[src/rtl/rme_pkg.sv]
package rme_pkg;
    // Action-set field positions
    localparam int FN_W     = 4;
    localparam int FN_INT   = 0;
    localparam int FN_DEL   = 1;
    localparam int FN_HALT  = 2;
    localparam int FN_RESUME = 3;

    // Match interrupt code base, slot index is added
    localparam logic [4:0] MATCH_ID_BASE = 5'b11000;

    // Register addresses
    localparam logic [1:0] A_SEL = 2'd0;
    localparam logic [1:0] A_WIN = 2'd1;
    localparam logic [1:0] A_CTL = 2'd2;
    localparam logic [1:0] A_CNT = 2'd3;

    typedef enum logic [0:0] {
        TX_RUN  = 1'b0,
        TX_HALT = 1'b1
    } tx_state_e;
endpackage

[src/rtl/rme_bank.sv]
module rme_bank
    import rme_pkg::*;
#(
    parameter int N_CMP = 3,
    parameter int DW    = 8,
    localparam int IW   = (N_CMP > 1) ? $clog2(N_CMP) : 1
) (
    input  logic                        clk,
    input  logic                        rst_n,
    input  logic                        wr_en,
    input  logic [1:0]                  addr,
    input  logic [DW-1:0]               wdata,
    input  logic [DW-1:0]               rx_char,
    output logic [DW-1:0]               sel_rd,
    output logic [DW-1:0]               win_rd,
    output logic [N_CMP-1:0]            hit,
    output logic [N_CMP-1:0][FN_W-1:0]  fn
);
    localparam logic [IW-1:0] LAST = IW'(N_CMP - 1);

    logic [IW:0]                  sel_q;
    logic [N_CMP-1:0][DW-1:0]     char_q;
    logic [N_CMP-1:0][FN_W-1:0]   fn_q;

    logic          sel_is_char;
    logic [IW-1:0] sel_idx;
    logic          sel_ok;

    assign sel_is_char = sel_q[0];
    assign sel_idx     = sel_q[IW:1];
    assign sel_ok      = (sel_idx <= LAST);

    always_ff @(posedge clk) begin
        if (!rst_n) begin
            sel_q  <= '0;
            char_q <= '0;
            fn_q   <= '0;
        end else if (wr_en) begin
            if (addr == A_SEL) sel_q <= wdata[IW:0];
            if (addr == A_WIN && sel_ok) begin
                for (int k = 0; k < N_CMP; k++) begin
                    if (sel_idx == IW'(k)) begin
                        if (sel_is_char) char_q[k] <= wdata;
                        else             fn_q[k]   <= wdata[FN_W-1:0];
                    end
                end
            end
        end
    end

    for (genvar g = 0; g < N_CMP; g++) begin : g_slot
        assign hit[g] = (rx_char == char_q[g]);
        assign fn[g]  = fn_q[g];
    end

    assign sel_rd = DW'(sel_q);

    always_comb begin
        win_rd = '0;
        for (int k = 0; k < N_CMP; k++) begin
            if (sel_idx == IW'(k))
                win_rd = sel_is_char ? char_q[k] : DW'(fn_q[k]);
        end
    end
endmodule

[src/rtl/rme_resolve.sv]
module rme_resolve
    import rme_pkg::*;
#(
    parameter int N_CMP = 3,
    localparam int IW   = (N_CMP > 1) ? $clog2(N_CMP) : 1
) (
    input  logic                        valid,
    input  logic [N_CMP-1:0]            hit,
    input  logic [N_CMP-1:0][FN_W-1:0]  fn,
    output logic                        int_req,
    output logic [IW-1:0]               int_idx,
    output logic                        del,
    output logic                        halt,
    output logic                        resume
);
    // Walk from the top slot down so the lowest matching slot sets the code last
    always_comb begin
        int_req = 1'b0;
        int_idx = '0;
        del     = 1'b0;
        halt    = 1'b0;
        resume  = 1'b0;
        for (int k = N_CMP - 1; k >= 0; k--) begin
            if (valid && hit[k]) begin
                del    = del    | fn[k][FN_DEL];
                halt   = halt   | fn[k][FN_HALT];
                resume = resume | fn[k][FN_RESUME];
                if (fn[k][FN_INT]) begin
                    int_req = 1'b1;
                    int_idx = IW'(k);
                end
            end
        end
    end
endmodule

[src/rtl/rme_txgate.sv]
module rme_txgate
    import rme_pkg::*;
(
    input  logic clk,
    input  logic rst_n,
    input  logic halt,
    input  logic resume,
    output logic tx_enable
);
    tx_state_e state_q, state_d;

    always_comb begin
        state_d = state_q;
        unique case (state_q)
            TX_RUN:  if (halt && !resume) state_d = TX_HALT;
            TX_HALT: if (resume && !halt) state_d = TX_RUN;
        endcase
    end

    always_ff @(posedge clk) begin
        if (!rst_n) state_q <= TX_RUN;
        else        state_q <= state_d;
    end

    always_comb begin
        unique case (state_q)
            TX_RUN:  tx_enable = 1'b1;
            TX_HALT: tx_enable = 1'b0;
        endcase
    end
endmodule

[src/rtl/rme_counter.sv]
module rme_counter #(
    parameter int CW = 8
) (
    input  logic          clk,
    input  logic          rst_n,
    input  logic          inc,
    output logic [CW-1:0] count
);
    always_ff @(posedge clk) begin
        if (!rst_n)   count <= '0;
        else if (inc) count <= count + 1'b1;
    end
endmodule

[src/rtl/rx_match_engine.sv]
module rx_match_engine
    import rme_pkg::*;
#(
    parameter int N_CMP = 3,
    parameter int DW    = 8,
    parameter int CW    = 8
) (
    input  logic          clk,
    input  logic          rst_n,
    input  logic          cfg_wr,
    input  logic [1:0]    cfg_addr,
    input  logic [DW-1:0] cfg_wdata,
    output logic [DW-1:0] cfg_rdata,
    input  logic          rx_valid,
    input  logic [DW-1:0] rx_char,
    output logic          out_valid,
    output logic [DW-1:0] out_char,
    output logic          tx_enable,
    output logic          match_irq,
    output logic [4:0]    match_id,
    output logic          count_irq
);
    localparam int IW = (N_CMP > 1) ? $clog2(N_CMP) : 1;

    logic [DW-1:0]               sel_rd, win_rd;
    logic [N_CMP-1:0]            hit;
    logic [N_CMP-1:0][FN_W-1:0]  fn;
    logic                        int_req, del, halt, resume;
    logic [IW-1:0]               int_idx;
    logic                        fwd;
    logic                        cnt_irq_en;
    logic [CW-1:0]               cnt_val;

    rme_bank #(.N_CMP(N_CMP), .DW(DW)) u_bank (
        .clk(clk), .rst_n(rst_n), .wr_en(cfg_wr), .addr(cfg_addr),
        .wdata(cfg_wdata), .rx_char(rx_char), .sel_rd(sel_rd),
        .win_rd(win_rd), .hit(hit), .fn(fn)
    );

    rme_resolve #(.N_CMP(N_CMP)) u_resolve (
        .valid(rx_valid), .hit(hit), .fn(fn), .int_req(int_req),
        .int_idx(int_idx), .del(del), .halt(halt), .resume(resume)
    );

    rme_txgate u_txgate (
        .clk(clk), .rst_n(rst_n), .halt(halt), .resume(resume),
        .tx_enable(tx_enable)
    );

    assign fwd = rx_valid && !del;

    rme_counter #(.CW(CW)) u_count (
        .clk(clk), .rst_n(rst_n), .inc(fwd), .count(cnt_val)
    );

    always_ff @(posedge clk) begin
        if (!rst_n) begin
            cnt_irq_en <= 1'b0;
            out_valid  <= 1'b0;
            out_char   <= '0;
            match_irq  <= 1'b0;
            match_id   <= '0;
            count_irq  <= 1'b0;
        end else begin
            if (cfg_wr && cfg_addr == A_CTL) cnt_irq_en <= cfg_wdata[0];
            out_valid <= fwd;
            out_char  <= rx_char;
            match_irq <= int_req;
            match_id  <= MATCH_ID_BASE | 5'(int_idx);
            count_irq <= fwd && cnt_irq_en;
        end
    end

    always_comb begin
        unique case (cfg_addr)
            A_SEL: cfg_rdata = sel_rd;
            A_WIN: cfg_rdata = win_rd;
            A_CTL: cfg_rdata = DW'(cnt_irq_en);
            A_CNT: cfg_rdata = DW'(cnt_val);
        endcase
    end
endmodule

[config.mk]
export PLATFORM = sky130hd
export DESIGN_NAME = rx_match_engine
export DESIGN_NICKNAME = d
export VERILOG_FILES = /design/src/rtl/rme_pkg.sv /design/src/rtl/rme_bank.sv /design/src/rtl/rme_resolve.sv /design/src/rtl/rme_txgate.sv /design/src/rtl/rme_counter.sv /design/src/rtl/rx_match_engine.sv
export SDC_FILE = /design/constraint.sdc
export NUM_CORES = 1
export LEC_CHECK = 0
export BUFFER_PORTS_ARGS = -buffer_cell sky130_fd_sc_hd__clkbuf_2
export CELL_PAD_IN_SITES_DETAIL_PLACEMENT = 2
export CELL_PAD_IN_SITES_GLOBAL_PLACEMENT = 2
export CORE_ASPECT_RATIO = 1.2
export CORE_UTILIZATION = 40
export CTS_BUF_LIST = sky130_fd_sc_hd__clkbuf_4
export DETAILED_ROUTE_END_ITERATION = 10
export GPL_TIMING_DRIVEN = 1
export PLACE_DENSITY_LB_ADDON = 0.1
export SETUP_SLACK_MARGIN = 0.02
export SKIP_CTS_REPAIR_TIMING = 1
export SYNTH_ARGS = -nofsm -noshare
export SYNTH_HDL_FRONTEND = slang
export SYNTH_SLANG_ARGS = --single-unit
[constraint.sdc]
create_clock -name clk -period 6.1 [get_ports clk]
set_input_delay 0.915 -clock clk [delete_from_list [all_inputs] [get_ports clk]]
set_output_delay 0.915 -clock clk [all_outputs]
set_load 0.01 [all_outputs]
# After elaboration in Yosys (flattened, before gate mapping)
# Cells that the tools add are included.
[classes] n_addsub=1 n_lt_le_gt_ge=1 eq_ne=8 mux=33 n_bitwise=8 reduce_logical=21
[op_table] operator="$mux W8" count=6
[op_table] operator="$pmux W8 S4" count=1
[op_table] operator="$eq A8 B8 Y1" count=3
[op_table] operator="$reduce_and A4 Y1" count=6
[op_table] operator="$mux W1" count=17
[op_table] operator="$mux W2" count=6
[op_table] operator="$logic_and A1 B1 Y1" count=9
[op_table] operator="$add A8 B1 Y8 const B" count=1
[op_table] operator="$eq A2 B2 Y1 const B" count=3
[op_table] operator="$or A1 B1 Y1" count=6
[op_table] operator="$mux W5" count=1
[op_table] operator="$eq A2 B1 Y1 const B" count=2
[op_table] operator="$logic_not A2 Y1" count=2
[op_table] operator="$pmux W1 S2" count=2
[op_table] operator="$logic_not A1 Y1" count=3
[op_table] operator="$le A2 B2 Y1 const B" count=1
[op_table] operator="$not A1 Y1" count=2
[op_table] operator="$reduce_and A2 Y1" count=1
[word_totals] register_bits=65 inputBits=22 output_inout_bits=25 elab_cells=88

# Logic depth before layout (Yosys ltp)
[depth] word_depth=11 ltp_mapped=7

# By module
# A second synthesis with hierarchy kept.
[hier_totals] hier_cells=343 hier_area_um2=3268.1
[modules_own_cells] mod="rme_bank" n_inst=1 cells_each=226 area_per_inst_um2=2124.5 seq_area_each_um2=780.7
[modules_own_cells] mod="rx_match_engine" n_inst=1 cells_each=55 area_per_inst_um2=630.6 seq_area_each_um2=300.3
[modules_own_cells] mod="rme_counter" n_inst=1 cells_each=37 area_per_inst_um2=359.1 seq_area_each_um2=160.2
[modules_own_cells] mod="rme_resolve" n_inst=1 cells_each=19 area_per_inst_um2=107.6 seq_area_each_um2=0.0
[modules_own_cells] mod="rme_txgate" n_inst=1 cells_each=6 area_per_inst_um2=46.3 seq_area_each_um2=20.0

# Worst setup path before layout
# No wires, ideal clock.
[synth_path] path_kind="input-to-output" start="input cfg_addr[1]" end="output cfg_rdata[0]" arrival_ps=1778 setup_slack_ps=3407 cell_stages=3 cell_sequence="clkbuf_1 > clkbuf_1 > mux4_2"
[synth_via] elab_chain_len=2 word_cells_on_any_way=5 cone_classes="3 x eq/ne; 1 x mux; 1 x reduce/logical"
[synth_rtl] element="start: declaration" line="rx_match_engine.sv:11" source="input logic [1:0] cfg_addr,"
[synth_rtl] element="$eq A2 B2 Y1, or another cell as far along" line="rx_match_engine.sv:75" source="unique case (cfg_addr)"
[synth_rtl] element="$pmux W8 S4 *" line="rx_match_engine.sv:75"
[synth_rtl] element="end: declaration" line="rx_match_engine.sv:13" source="output logic [DW-1:0] cfg_rdata,"
# Mark *: on every way between the ends. The rest lies on a longest branch, timed or not.

# Worst setup path in the final report
[layout_path] start="register u_bank.sel_q[2]" end="output cfg_rdata[0]"
[layout_via] elab_chain_len=5 word_cells_on_any_way=7 cone_classes="2 x eq/ne; 4 x mux; 1 x reduce/logical"
[layout_rtl] element="start: declaration" line="rme_bank.sv:21" source="logic [IW:0] sel_q;"
[layout_rtl] element="start signal: assignment" line="rme_bank.sv:39" source="if (addr == A_SEL) sel_q <= wdata[IW:0];"
[layout_rtl] element="$logic_not A2 Y1" line="rme_bank.sv:61" source="if (sel_idx == IW'(k))"
[layout_rtl] element="$mux W8 (2 in a row)" line="rme_bank.sv:61"
[layout_rtl] element="$mux W8 *" line="rme_bank.sv:61"
[layout_rtl] element="$pmux W8 S4 *" line="rx_match_engine.sv:75"
# Marks and branches as above.

==> run metrics <==
leakage=between 1 and 1.5 nW; CP startpoint kind=register; Hold Crit Depth=2; Seq cells post-synth=63; vias in the first global route=2682; Synth Warn #=0; Hold Crit Class=reg2reg; first drt pass iteration count=4; setup_tns=0 ps; r2r endpoint=u_bank.char_q[18]$_SDFFE_PN0P_; Synth cell types=47; clock buffer depth=2; Seq/Total Area, Yosys=40.2%; critical path arrival=2800 ps; largest family of logic cells by synthesized area=simple AND/OR/NAND/NOR gates; Worst path max stage delay=910 ps; Cell Pwr Density=219 nW/um^2; WL/cell=19.3 um; DP HPWL=6340 um; Via density=about 5.6; most used cell along the critical path=mux4_2; worst relative slew slack=31.1%; layout cells sized above 1=about a fifth; Hold Vio Cnt, Final=0; initial drt markers=91; Mapped Cells=322; grt ovf=0; initial core utilization=between 40 and 50%; Post-DRT Antenna Nets=0; DR vias=2512; nets=379; Vert. Die Dim=99.1 um; core area=7660 um^2; fmax=269 MHz; Syn Nets=345; crit-path cells=mux4_2 -> mux2_2 -> mux4_2 -> clkbuf_2; Worst Path Max Fanout=23; maxcap violations=0; synthesized area per cell=9.75 um^2; maximum number of pins on one net before global-route repair=67; CTS tree=yes; H-tree lvl count=3; RSZ-0062 raised after global routing=no; Slew Viols, Final=0; Worst setup EP type=output pin; CTS buffer count=9; commonest register cell after synthesis=dfxtp_1; Synth Area in Simple Gates=21.4%; root buffer cell=clkbuf_4; WP data required=5180 ps; DRC=0; Core Rows=35; CTS clock-pin slew for the worst setup and hold paths=between 100 and 150 ps; Adder-Cell Fraction of Synth Area=0.398%; post-synthesis compound-gate area fraction=7.33%; # setup viols final=0; first-pass GRT wire length=14300 um; status=complete, no violations; Post-synth EDFFs=0; total power draw=a little under 0.0008 W; min Tclk post-route=3710 ps; clock sinks=63; DRT Wirelength=between 8000 and 9000 um; latest clock arrival within the worst-skew pair=a little over 400 ps; Port Buf Inserts=45; Area Overhead vs Synth=11.8%; Hold Path Origin=u_count.count[7]$_SDFFE_PN0P_; mux cell area share after synthesis=19.9%; Die Footprint=8210 um^2; hold path endpoint=u_count.count[7]$_SDFFE_PN0P_; I/O pin cnt=47; skew final=14.6 ps; FF-to-FF path depth=4; Worst VDD drop=129 uV; initial antenna violation count=0; Die Wd=82.9 um; Tot GR Track Use=22.6%; GPL Wtd Cong=between 0.8 and 0.9; Ant. Diodes=0; final core occ=a little under half; crit path max-delay cell type=dfxtp_1; Cell Area, Synth=around 3100 um^2; FFs w/ async S/R, synth=0%; worst-margin pin slew=1030 ps; Worst R2R Start=u_bank.sel_q[1]$_SDFFE_PN0P_; CP Class=reg2out; setup slack, reg-to-reg=3610 ps; period utilisation layout=60.8%; xor/xnor share of the synthesized area=6.97%; Final Hold Slack=498 ps
[cell usage after synthesis, types with 5 or more instances]
library cell  number  share of area [%]
nor2_1             7               0.84
xnor2_1           15                4.2
xor2_1            10                2.8
clkbuf_1          17                2.0
nand2_1           17                2.0
mux2i_1           50                 16
and2_1            11                2.2
nand3_1           10                1.6
nor2b_1           46                9.2
o21ai_0            6               0.96
mux4_2             5                3.6
dfxtp_1           63                 40
[state kept, by name, summed over array words and instances (netlist names)]
register,count
u_bank.sel_q,3
cnt_irq_en,1
count_irq,1
match_id,3
u_bank.fn,12
u_txgate.state_q,1
out_char,8
match_irq,1
u_bank.char_q,24
out_valid,1
u_count.count,8
[cell usage in the layout, fill, tap and decap left out, types with 2 or more instances in the layout]
master    instances
xor2_1           10
nor4_1            4
nand4_1           4
a21boi_0          3
clkinv_1          2
mux2i_1          50
nand3_1          10
nor2b_1          46
xnor2_1          15
a22oi_1           4
a21oi_1           2
o22ai_1           4
nand2_1          17
or3_1             4
and3_1            3
a221o_1           2
o21ai_0           6
nand3b_1          2
mux4_2            5
nor3b_1           2
and2_1           11
inv_1             4
dfxtp_1          63
nor2_1            7
clkbuf_2         45
clkbuf_4         10
a22o_1            2
[routing by layer]
metal	global-route usage, %	share of wire, %
met1	28.1	45
met2	38.1	49
met3	4.19	3.2
met4	9.95	2.6
met5	0	0
[critical path: cells and delay by family (launching register included)]
family | cells | cell delay [ps]
buf+inv | 1 | 140
flops | 1 | 910
mux | 3 | 1340
[area by class of cell]
type | count | area, um^2
clock buffer | 10 | 75.1
clock inverter | 5 | 50.0
inverter | 4 | 15.0
fill | 840 | 4150
sequential | 63 | 1260
tap | 92 | 115
multi-input combinational | 232 | 1760
timing repair buffer | 46 | 233
[per-stage QoR]
step	setup slack, ps	cells	cell area (um^2)
after global routing	2250	452	3510
after CTS	2340	452	3510
after global placement	2860	437	3390
final	2390	452	3510
after floorplan	3410	322	3140
after detailed placement	2830	437	3390
[worst max path at each step]
stage / from / endpoint / slack, ps
final: u_bank.sel_q[2]$_SDFFE_PN0P_ / cfg_rdata[0] / 2390
after CTS: u_bank.sel_q[2]$_SDFFE_PN0P_ / cfg_rdata[0] / 2340
after global placement: u_bank.sel_q[2]$_SDFFE_PN0P_ / cfg_rdata[0] / 2860
after global routing: u_bank.sel_q[0]$_SDFFE_PN0P_ / cfg_rdata[1] / 2250
after detailed placement: u_bank.sel_q[2]$_SDFFE_PN0P_ / cfg_rdata[0] / 2830
after floorplan: cfg_addr[1] / cfg_rdata[0] / 3410
[logic make-up after synthesis]
| kind of cell | count (synthesis) |
|---|---|
| and+or+nand+nor | 117 |
| DFF | 63 |
| muxes | 56 |
| AOI/OAI and AO/OA | 32 |
| buffers and inverters | 27 |
| xor gates and xnor gates | 25 |
| adders and majority gates | 1 |
| other | 1 |
[power breakdown]
group          internal [W]  switching, W   total, W
sequential         0.000418    0.00000949   0.000428
combinational     0.0000307     0.0000367  0.0000674
clock              0.000124      0.000151   0.000276
No activity file was read; power rests on OpenSTA's default activity.
